**config.mk**
```make
export PLATFORM = sky130hd
export DESIGN_NAME = sec_irq_agg
export DESIGN_NICKNAME = d
export VERILOG_FILES = /design/src/rtl/sec_irq_pkg.sv /design/src/rtl/sec_irq_regs.sv /design/src/rtl/sec_irq_status.sv /design/src/rtl/sec_irq_combine.sv /design/src/rtl/sec_irq_rdmux.sv /design/src/rtl/sec_irq_agg.sv
export SDC_FILE = /design/constraint.sdc
export NUM_CORES = 1
export LEC_CHECK = 0
export BUFFER_PORTS_ARGS = -buffer_cell sky130_fd_sc_hd__buf_2
export CAP_MARGIN = 15
export CORE_ASPECT_RATIO = 0.8
export CORE_UTILIZATION = 40
export CTS_CLUSTER_SIZE = 12
export DETAILED_ROUTE_END_ITERATION = 6
export PLACE_DENSITY = 0.66
export SLEW_MARGIN = 30
export SYNTH_ARGS = -nofsm -noshare
export SYNTH_HDL_FRONTEND = slang
export SYNTH_HIERARCHICAL = 1
export SYNTH_SLANG_ARGS = --single-unit
```
**constraint.sdc**
```tcl
create_clock -name clk -period 1.54 [get_ports clk]
set_clock_uncertainty 0.05 [all_clocks]
set_input_delay 0.077 -clock clk [delete_from_list [all_inputs] [get_ports clk]]
set_output_delay 0.077 -clock clk [all_outputs]
set_load 0.01 [all_outputs]
```
**src/rtl/sec_irq_pkg.sv**
```systemverilog
package sec_irq_pkg;

    localparam int DW = 32;
    localparam int AW = 8;

    // protection group families and their fixed landing bits
    localparam int N_GRP_INT  = 2;
    localparam int N_GRP_APBX = 4;
    localparam int N_GRP_AHBX = 4;
    localparam int N_GRP      = N_GRP_INT + N_GRP_APBX + N_GRP_AHBX;
    localparam int APBX_LSB   = 4;
    localparam int AHBX_LSB   = 20;
    localparam int EXP_LSB    = 16;

    localparam logic [DW-1:0] BRG_EN_MASK = 32'hFFFF_0000;

    typedef enum logic [AW-1:0] {
        OFF_RESP     = 8'h00,
        OFF_CALL     = 8'h04,
        OFF_MPU_STAT = 8'h08,
        OFF_GRP_STAT = 8'h0C,
        OFF_GRP_CLR  = 8'h10,
        OFF_GRP_EN   = 8'h14,
        OFF_MSU_STAT = 8'h18,
        OFF_MSU_CLR  = 8'h1C,
        OFF_MSU_EN   = 8'h20,
        OFF_BRG_STAT = 8'h24,
        OFF_BRG_CLR  = 8'h28,
        OFF_BRG_EN   = 8'h2C,
        OFF_MSU_NS   = 8'h30
    } reg_off_e;

    typedef struct packed {
        logic [DW-1:0] grp;
        logic [DW-1:0] mpu;
        logic [DW-1:0] msu;
    } stat_t;

    typedef struct packed {
        logic          resp;
        logic [1:0]    call;
        logic [DW-1:0] grp_en;
        logic [DW-1:0] msu_en;
        logic [DW-1:0] msu_ns;
        logic [DW-1:0] brg_en;
    } ctl_t;

    // bit position of protection group idx inside the group words
    function automatic int grp_pos(input int idx);
        if (idx < N_GRP_INT)
            return idx;
        if (idx < N_GRP_INT + N_GRP_APBX)
            return APBX_LSB + idx - N_GRP_INT;
        return AHBX_LSB + idx - N_GRP_INT - N_GRP_APBX;
    endfunction

    function automatic logic [DW-1:0] grp_mask();
        logic [DW-1:0] m;
        m = '0;
        for (int i = 0; i < N_GRP; i++)
            m[grp_pos(i)] = 1'b1;
        return m;
    endfunction

    function automatic logic [DW-1:0] exp_mask(input int n);
        return DW'(((64'd1 << n) - 64'd1) << EXP_LSB);
    endfunction

endpackage

```
**src/rtl/sec_irq_regs.sv**
```systemverilog
module sec_irq_regs
    import sec_irq_pkg::*;
#(
    parameter int N_MSU = 4
) (
    input  logic          clk,
    input  logic          rst,
    input  logic          wr_en,
    input  logic [AW-1:0] wr_addr,
    input  logic [DW-1:0] wr_data,
    output ctl_t          ctl_q,
    output logic [DW-1:0] grp_clr_q,
    output logic [DW-1:0] msu_clr_q
);
    localparam logic [DW-1:0] GRP_MASK = grp_mask();
    localparam logic [DW-1:0] MSU_MASK = exp_mask(N_MSU);

    always_ff @(posedge clk) begin
        if (rst) begin
            ctl_q     <= '0;
            grp_clr_q <= '0;
            msu_clr_q <= '0;
        end else begin
            grp_clr_q <= '0;
            msu_clr_q <= '0;
            if (wr_en) begin
                case (wr_addr)
                    OFF_RESP:    ctl_q.resp   <= wr_data[0];
                    OFF_CALL:    ctl_q.call   <= wr_data[1:0];
                    OFF_GRP_EN:  ctl_q.grp_en <= wr_data & GRP_MASK;
                    OFF_GRP_CLR: grp_clr_q    <= wr_data & GRP_MASK;
                    OFF_MSU_EN:  ctl_q.msu_en <= wr_data & MSU_MASK;
                    OFF_MSU_CLR: msu_clr_q    <= wr_data & MSU_MASK;
                    OFF_MSU_NS:  ctl_q.msu_ns <= wr_data & MSU_MASK;
                    OFF_BRG_EN:  ctl_q.brg_en <= wr_data & BRG_EN_MASK;
                    default: ;
                endcase
            end
        end
    end
endmodule

```
**src/rtl/sec_irq_status.sv**
```systemverilog
module sec_irq_status
    import sec_irq_pkg::*;
#(
    parameter int N_MPU_INT = 1,
    parameter int N_MPU_EXP = 16,
    parameter int N_MSU     = 4
) (
    input  logic                 clk,
    input  logic                 rst,
    input  logic [N_GRP-1:0]     grp_status,
    input  logic [N_MPU_INT-1:0] mpu_int_status,
    input  logic [N_MPU_EXP-1:0] mpu_exp_status,
    input  logic [N_MSU-1:0]     msu_status,
    output stat_t                stat_q
);
    stat_t nxt;

    always_comb begin
        nxt = '0;
        for (int i = 0; i < N_GRP; i++)
            nxt.grp[grp_pos(i)] = grp_status[i];
        nxt.mpu[N_MPU_INT-1:0]         = mpu_int_status;
        nxt.mpu[EXP_LSB +: N_MPU_EXP]  = mpu_exp_status;
        nxt.msu[EXP_LSB +: N_MSU]      = msu_status;
    end

    always_ff @(posedge clk) begin
        if (rst) stat_q <= '0;
        else     stat_q <= nxt;
    end
endmodule

```
**src/rtl/sec_irq_combine.sv**
```systemverilog
module sec_irq_combine
    import sec_irq_pkg::*;
(
    input  logic          clk,
    input  logic          rst,
    input  logic [DW-1:0] msu_stat,
    input  logic [DW-1:0] msu_en,
    output logic          irq
);
    always_ff @(posedge clk) begin
        if (rst) irq <= 1'b0;
        else     irq <= |(msu_stat & msu_en);
    end
endmodule

```
**src/rtl/sec_irq_rdmux.sv**
```systemverilog
module sec_irq_rdmux
    import sec_irq_pkg::*;
(
    input  logic [AW-1:0] rd_addr,
    input  ctl_t          ctl,
    input  stat_t         stat,
    output logic [DW-1:0] rd_data
);
    always_comb begin
        case (rd_addr)
            OFF_RESP:     rd_data = {{(DW-1){1'b0}}, ctl.resp};
            OFF_CALL:     rd_data = {{(DW-2){1'b0}}, ctl.call};
            OFF_MPU_STAT: rd_data = stat.mpu;
            OFF_GRP_STAT: rd_data = stat.grp;
            OFF_GRP_EN:   rd_data = ctl.grp_en;
            OFF_MSU_STAT: rd_data = stat.msu;
            OFF_MSU_EN:   rd_data = ctl.msu_en;
            OFF_MSU_NS:   rd_data = ctl.msu_ns;
            OFF_BRG_EN:   rd_data = ctl.brg_en;
            default:      rd_data = '0;
        endcase
    end
endmodule

```
**src/rtl/sec_irq_agg.sv**
```systemverilog
module sec_irq_agg
    import sec_irq_pkg::*;
#(
    parameter int N_MPU_INT = 1,
    parameter int N_MPU_EXP = 16,
    parameter int N_MSU     = 4
) (
    input  logic                 clk,
    input  logic                 rst,
    input  logic                 wr_en,
    input  logic [AW-1:0]        wr_addr,
    input  logic [DW-1:0]        wr_data,
    input  logic [AW-1:0]        rd_addr,
    output logic [DW-1:0]        rd_data,
    input  logic [N_GRP-1:0]     grp_status,
    input  logic [N_MPU_INT-1:0] mpu_int_status,
    input  logic [N_MPU_EXP-1:0] mpu_exp_status,
    input  logic [N_MSU-1:0]     msu_status,
    output logic [N_GRP-1:0]     grp_irq_en,
    output logic [N_GRP-1:0]     grp_irq_clr,
    output logic [N_MSU-1:0]     msu_clr,
    output logic [N_MSU-1:0]     msu_ns,
    output logic                 msu_irq,
    output logic                 resp_cfg,
    output logic [1:0]           call_cfg
);
    ctl_t          ctl_q;
    stat_t         stat_q;
    logic [DW-1:0] grp_clr_q;
    logic [DW-1:0] msu_clr_q;
    logic [DW-1:0] msu_stat_w;
    logic [DW-1:0] msu_en_w;

    sec_irq_regs #(.N_MSU(N_MSU)) u_regs (
        .clk       (clk),
        .rst       (rst),
        .wr_en     (wr_en),
        .wr_addr   (wr_addr),
        .wr_data   (wr_data),
        .ctl_q     (ctl_q),
        .grp_clr_q (grp_clr_q),
        .msu_clr_q (msu_clr_q)
    );

    sec_irq_status #(
        .N_MPU_INT (N_MPU_INT),
        .N_MPU_EXP (N_MPU_EXP),
        .N_MSU     (N_MSU)
    ) u_stat (
        .clk            (clk),
        .rst            (rst),
        .grp_status     (grp_status),
        .mpu_int_status (mpu_int_status),
        .mpu_exp_status (mpu_exp_status),
        .msu_status     (msu_status),
        .stat_q         (stat_q)
    );

    assign msu_stat_w = stat_q.msu;
    assign msu_en_w   = ctl_q.msu_en;

    sec_irq_combine u_comb (
        .clk      (clk),
        .rst      (rst),
        .msu_stat (msu_stat_w),
        .msu_en   (msu_en_w),
        .irq      (msu_irq)
    );

    sec_irq_rdmux u_rd (
        .rd_addr (rd_addr),
        .ctl     (ctl_q),
        .stat    (stat_q),
        .rd_data (rd_data)
    );

    // hand enables and strobes back to each source from its own bit
    for (genvar g = 0; g < N_GRP; g++) begin : g_grp
        assign grp_irq_en[g]  = ctl_q.grp_en[grp_pos(g)];
        assign grp_irq_clr[g] = grp_clr_q[grp_pos(g)];
    end

    for (genvar m = 0; m < N_MSU; m++) begin : g_msu
        assign msu_clr[m] = msu_clr_q[EXP_LSB + m];
        assign msu_ns[m]  = ctl_q.msu_ns[EXP_LSB + m];
    end

    // strobe bits outside the source positions are always zero
    logic unused_strobe_bits;
    assign unused_strobe_bits = ^{grp_clr_q, msu_clr_q};

    assign resp_cfg = ctl_q.resp;
    assign call_cfg = ctl_q.call;
endmodule

```
-- Word level (Yosys, flattened, before mapping)
Index checks and enable logic that the tools add are counted.
- equality and inequality tests: 15
- muxes and demuxes: 1
- reduce and logical (&&, ||, !) cells: 11
- bitwise gates (word level): 4
- operator list (operator ; number):
    $pmux 32 s9 ; 1
    $eq 8x6->1 const B ; 6
    $eq 8x5->1 const B ; 5
    $and 32x20->32 ; 1
    $reduce_or 32->1 ; 1
    $eq 8x3->1 const B ; 2
    $eq 8x4->1 const B ; 2
    $logic_not 8->1 ; 2
    $reduce_and 2->1 ; 6
    $reduce_or 3->1 ; 2
    $not 1->1 ; 3
- output and inout bits: 64
- word-level logic and storage cells: 46
- register bits after elaboration: 148
- input port bits: 82

-- Depth between registers and ports, before layout
Gate-level depths: netlist of the first run.
- depth in word-level cells: 3
- depth in mapped cells: 7
- mapped depth without buffers: 4

-- Modules after synthesis
The synthesis of the first run kept the hierarchy.
- by module, submodules not included (module ; times used ; area an instance (um^2) ; cells each ; seq. area each (um^2)):
    sec_irq_regs ; 1 ; 3144.3 ; 332 ; 1021.0
    sec_irq_rdmux ; 1 ; 2038.2 ; 288 ; 0.0
    sec_irq_status ; 1 ; 1340.0 ; 131 ; 620.6
    sec_irq_combine ; 1 ; 185.2 ; 23 ; 20.0

-- Least setup slack after synthesis of the first run
No wires, ideal clock.
- kind: input port to output port
- start: input port rd_addr[7]
- end: output port rd_data[5]
- data required time: 1413 ps
- setup slack: -61 ps
- arrival time: 1474 ps
- stages on the path: 6
- cell sequence: buf_6 -> or4b_4 -> buf_6 -> nor4b_4 -> buf_6 -> a211o_2
- cells in the longest elaborated chain, start to end: 2
- elaborated cells on any way between the ends: 10
- those cells by class: 8 x eq/ne; 1 x mux; 1 x reduce/logical
- ends and longest elaborated chain (what ; line ; text):
    from (decl) ; sec_irq_agg.sv:13 ; input logic [AW-1:0] rd_addr,
    $eq 8x6->1 (tied with other cells) ; sec_irq_rdmux.sv:10 ; case (rd_addr)
    $pmux 32 s9 (*) ; sec_irq_rdmux.sv:10 ;
    to (decl) ; sec_irq_agg.sv:14 ; output logic [DW-1:0] rd_data,
Mark *: on every way between the ends. The rest lies on a longest branch, timed or not.

-- Worst setup path in the final report of the first run
- start: register u_stat/stat_q[65] (netlist name)
- end: output port rd_data[1]
- cells in the longest elaborated chain, start to end: 1
- ends and longest elaborated chain (what ; line):
    $pmux 32 s9 ; sec_irq_rdmux.sv:10
Every way passes these cells.

==> results of run 1 <==
[stage by stage]
step	util [%]	power (uW)	cells	TNS, ns
2_1_floorplan	-	2990	881	-0.0612
3_3_place_gp	45.7	2990	1089	-2.46
3_5_place_dp	45.7	2990	1089	-1.85
4_1_cts	52.5	5500	1163	-0.931
5_1_grt	54.1	5780	1166	-1.78
6_report	54.1	5550	1166	-0.826
[worst max path at each step]
stage                                 startpoint          end  slack (ns)  depth (start not counted)
floorplan                             rd_addr[7]   rd_data[5]       -0.06                          6
global placement                      rd_addr[4]  rd_data[18]       -0.21                          8
detailed placement                    rd_addr[5]  rd_data[18]       -0.16                          7
CTS                 u_stat/stat_q[65]$_SDFF_PP0_   rd_data[1]       -0.18                          5
global route        u_stat/stat_q[65]$_SDFF_PP0_   rd_data[1]       -0.23                          5
finish              u_stat/stat_q[65]$_SDFF_PP0_   rd_data[1]       -0.17                          5
[report_power, final]
group	total [uW]	switching, uW	internal, uW
logic	963	485	479
clock network	2370	958	1420
registers	2210	16.9	2190
[per-layer routing]
metal / part of all wire (%) / wire length [um] / global-route usage, %
met5: 0 / 0 / 0
met3: 6.5 / 1230 / 5.86
met2: 46 / 8630 / 37.5
met1: 47 / 8790 / 31.3
met4: 0.89 / 167 / 4.37
[cell usage in the layout, fill, tap and decap left out, drive strengths merged, types with 2 or more instances in the layout]
master / n
bufinv: 2
and3: 4
o21ai: 11
a22o: 7
clkbuf: 10
a211o: 9
nor2: 12
a32oi: 2
or3b: 3
nand3b: 2
a221o: 8
nand2: 23
o32ai: 7
nand3: 21
a2bb2oi: 10
dlygate4sd3: 53
mux2: 3
nor3: 11
nand2b: 60
a221oi: 2
and3b: 2
a22oi: 44
and2: 16
nor2b: 35
o22ai: 15
o221ai: 3
nand4: 10
conb: 159
mux2i: 77
nor4b: 2
inv: 9
buf: 209
a21oi: 4
nor3b: 5
clkinvlp: 2
nand4b: 2
dfxtp: 83
or2: 4
[state kept, by name, summed over array words and instances (netlist names)]
signal and cells:
u_comb/irq 1, u_regs/ctl_q 37, u_regs/grp_clr_q 10, u_regs/msu_clr_q 4
u_stat/stat_q 31
[final cells by class]
type                       count  area share (%)
multi-input combinational    587            49.0
timing repair buffer         263            23.3
sequential                    83            20.3
tap                          210            3.19
clock buffer                   9            2.74
clock inverter                 6            1.08
inverter                       8           0.365
[worst max-delay path, cell delays in order, from the launching register on]
cell,delay [ns]
dfxtp_1,0.30
mux2_4,0.25
a32oi_1,0.15
o21ai_1,0.08
a221o_1,0.30
buf_2,0.14
[timing repair]
item / in CTS / in global routing
gates resized for setup: 37 / 43
buffers inserted: 7 / 3
pin swaps: 10 / 20
hold endpoints to repair: 67 / 0
hold buffers: 53 / 0
setup endpoints to repair: 22 / 22
==> results.yml, run 1 <==
placement:
  gp_congestion: 0.921
  postPlaceCellArea_um2: 6950
  half_perimeter_wire_length_of_the_detailed_placement_result_mm: 13.9
  placement.setup.worst_slack_ns: -0.159
  io_buffers: 125
power_and_ir_drop:
  vdd_ir_drop_max_uv: 488
  power-per-cell-area_nw_per_um2: 674
  static-leakage-power_uw: 0.00383
critical_path:
  regToRegSetupSlack_ns: 0.24
  critical_path_peak_fanout: 1
  number_of_cell_instances_on_the_worst_register_to_register_path: 3
  timing.rr.end: "u_comb/irq$_SDFF_PP0_"
  crit_path_end_kind: "primary output"
  worst-endpoint-arrival_ns: 1.58
  critical_path.reg2reg.startpoint: "u_stat/stat_q[18]$_SDFF_PP0_"
  crit_path_kind: "flop to primary output"
  cp.required_ns: 1.41
  start_kind: "flop"
grt:
  antenna_violations_before_repair: 1
  vias_in_the_first_global_route: 5234
  grt_remaining_overflow: 0
  first_pass_grt_wire_length_mm: 28.3
  gr-usage-all-layers_pct: 23.2
  largest_net_degree_at_the_start_of_global_routing: 37
hold_path:
  worstHoldStart: "wr_addr[4]"
  hold_path_depth: 4
  holdPathEnd: "u_regs/ctl_q[130]$_SDFFE_PP0P_"
  hold_path.class: "input port to flop"
route:
  detail_route.wl_per_cell_um: 16.1
  wirelength_mm: 18.8
  drt_pre_antenna_iters: 5
  via_count: 5458
  via_per_inst: 4.68
  detail_route.iter0.violations: 392
  drc_errors: 0
  number_of_nets_with_antenna_violations_after_detailed_routing: 0
cells_and_area:
  multi_input_area_um2: 4030
  drive_gt1_share_pct: 31.1
  final_nets: 1034
  area_growth_pct: 29.9
  fillers: 1475
  finish.instance_area_um2: 8230
  insertedDiodeCount: 0
  register_area_um2: 1670
synthesis:
  syn_area_um2: 6330
  synthCells: 724
  avgSynthCellArea_um2: 8.75
  synth-warning-count: 6
sta:
  max_slew.worst_pin.slew_ns: 0.581
  setup-violations-final: 8
  post-route-min-period_ns: 1.71
  fin_hold_ws_ns: 0.0171
  layout_setup_ws_ns: -0.172
  rsz0062_at_grt: "true"
  period_share_pct: 111
  fmax_mhz: 584
  final_hold_viol_count: 0
  worst_slew_margin_relative_to_its_limit_pct: 60.9
  maxSlewViolCount: 0
clock_network:
  clkSlewWorstSetupHoldPaths_ns: 0.07
  tritoncts: "done"
  cts-buffers-inserted: 9
  worst_skew_pair.late_latency_ns: 0.35
  cts.sinks: 83
  cts_max_path_buffers: 2
  clockRootBuffer: "clkbuf_16"
  cts_htree_levels: 3
run:
  max_cap_viols: 0
floorplanning:
  die_height_um: 115
  horizontal_extent_of_the_die_um: 143
  die_area_um2: 16300
  initial_utilization_pct: 41.6
  fp-row-count: 40
  top_level_i_o_count: 146
  core-area_um2: 15200
status:
  status: "finished, violations left"
  violated_checks: "setup timing"
Note: power is estimated with default switching activity, not from simulation.
==> inputs of run 2 (changes only) <==
- CORE_ASPECT_RATIO: 0.8 -> 1.25
==> results.yml, run 2 (synthesis results as in run 1) <==
cells_and_area:
  finish.cell_count_without_fillers: 1169
  final_core_util_pct: 52.2
  final_common_cell: "conb_1"
  finish.instance_area_um2: 8100
  mostFrequentLayoutCells: "conb_1, buf_2, dfxtp_1, buf_4, mux2i_1"
  insertedDiodeCount: 0
  flip_flop_count_of_the_largest_register_after_layout: 37
  reg.largest.list: "u_regs/ctl_q x37, u_stat/stat_q x31, u_regs/grp_clr_q x10"
  final_nets: 1034
  top_register: "u_regs/ctl_q"
  drive_gt1_share_pct: 30.4
  area_growth_pct: 27.9
route:
  wirelength_mm: 18.1
  detail_route.iter0.violations: 257
  drt_pre_antenna_iters: 5
  via_per_inst: 4.59
  drc_errors: 0
  detail_route.wl_per_cell_um: 15.4
  via_count: 5366
  number_of_nets_with_antenna_violations_after_detailed_routing: 0
critical_path:
  worst-endpoint-arrival_ns: 1.64
  crit_path_kind: "flop to primary output"
  start_kind: "flop"
  critical_path_peak_fanout: 1
  crit_path_end_kind: "primary output"
  timing.rr.end: "u_comb/irq$_SDFF_PP0_"
  cp.required_ns: 1.41
  critical_path.reg2reg.startpoint: "u_stat/stat_q[19]$_SDFF_PP0_"
  regToRegSetupSlack_ns: 0.19
  number_of_cell_instances_on_the_worst_register_to_register_path: 3
hold_path:
  worstHoldStart: "wr_addr[4]"
  hold_path.class: "input port to flop"
  holdPathEnd: "u_regs/ctl_q[130]$_SDFFE_PP0P_"
  hold_path_depth: 4
clock_network:
  clockRootBuffer: "clkbuf_16"
  cts_htree_levels: 3
  clkSlewWorstSetupHoldPaths_ns: 0.07
  cts_max_path_buffers: 2
  worst_skew_pair.late_latency_ns: 0.34
  tritoncts: "done"
  cts.sinks: 83
  cts-buffers-inserted: 9
floorplanning:
  die_area_um2: 16300
  fp-row-count: 51
  top_level_i_o_count: 146
  horizontal_extent_of_the_die_um: 115
  core-area_um2: 15500
  initial_utilization_pct: 40.8
  die_height_um: 143
sta:
  post-route-min-period_ns: 1.76
  rsz0062_at_grt: "true"
  setup-violations-final: 10
  final_hold_viol_count: 0
  maxSlewViolCount: 0
  period_share_pct: 114
  fmax_mhz: 567
  layout_setup_ws_ns: -0.223
power_and_ir_drop:
  netSwitchingPower_uw: 1440
  vdd_ir_drop_max_uv: 587
  power_switching_share_pct: 27.5
  seq_power_share_pct: 42.3
  static-leakage-power_uw: 0.00378
  clockPowerShare_pct: 39.5
  internal_power_uw: 3790
  power_uw: 5220
  p_comb_share_pct: 18.2
  power-per-cell-area_nw_per_um2: 645
placement:
  placement.setup.worst_slack_ns: -0.175
  half_perimeter_wire_length_of_the_detailed_placement_result_mm: 14.0
  gp_congestion: 0.950
  io_buffers: 125
  postPlaceCellArea_um2: 7000
  placed_cells: 1095
status:
  status: "finished, violations left"
  violated_checks: "setup timing"
grt:
  vias_in_the_first_global_route: 5320
  grt_remaining_overflow: 0
  first_pass_grt_wire_length_mm: 27.4
  gr-usage-all-layers_pct: 22.2
  antenna_violations_before_repair: 0
  largest_net_degree_at_the_start_of_global_routing: 49
run:
  max_cap_viols: 0
==> run 2: cell count changes in the layout (fill, tap and decap cells not counted), moves of 3 or more <==
cell	delta
buf_2	+3
buf_4	+5
buf_6	-10
inv_6	+3
nand3_1	+6
nand3_2	-6
o32ai_1	+5
o32ai_2	-4
==> run 2: area by class of cell <==
class | count | area, um^2
Inverter | 8 | 30.0
Clock buffer | 9 | 225
Tap cell | 212 | 265
Sequential cell | 83 | 1660
Clock inverter | 7 | 57.6
Timing Repair Buffer | 263 | 1890
Multi-Input combinational cell | 587 | 3970
Fill cell | 1460 | 7410
==> run 2: power by group through the flow <==
stage                     registers [uW]  logic [uW]  clock network [uW]
final                               2210         949                2070
after global routing                2210        1030                2190
after CTS                           2210         874                2120
after detailed placement            2260         741                   0
after global placement              2260         740                   0
after floorplan                     2250         742                   0
==> run 2: per-stage QoR <==
| step | hold slack [ns] | TNS, ns |
|---|---|---|
| after floorplan | 0.0986 | -0.0612 |
| after global placement | 0.236 | -2.20 |
| after detailed placement | 0.242 | -2.08 |
| after CTS | 0.0202 | -1.25 |
| after global routing | 0.0472 | -1.46 |
| final | 0.0345 | -0.742 |
==> run 2: metal layers <==
metal	wire (um)	up-vias	track usage [%]
li1	-	2728	-
met1	7580	2444	26.4
met2	8950	159	38.7
met3	886	35	3.69
met4	638	0	10.5
met5	0	-	0
==> run 2: worst max-delay path by stage <==
stage                            startpoint    endpoint  cells past startpoint
2_1_floorplan                    rd_addr[7]  rd_data[5]                      6
3_5_place_dp                     rd_addr[5]  rd_data[6]                      6
5_1_grt        u_stat/stat_q[65]$_SDFF_PP0_  rd_data[1]                      5
6_report       u_stat/stat_q[65]$_SDFF_PP0_  rd_data[1]                      5
3_3_place_gp                     rd_addr[5]  rd_data[5]                      6
4_1_cts        u_stat/stat_q[65]$_SDFF_PP0_  rd_data[1]                      5
==> run 2: critical path, cell delays in order (launching register included) <==
cell and delay (ns):
dfxtp_1 0.30, mux2_4 0.26, a32oi_2 0.16, o21ai_2 0.10, a221o_1 0.32, buf_2 0.15
==> run 2: repair_timing <==
action | in CTS | in global routing
buffers inserted | 3 | 3
pin swaps | 13 | 12
endpoints found under the hold margin | 64 | 0
endpoints found under the setup margin | 21 | 22
hold buffers | 53 | 0
gates resized for setup | 35 | 27
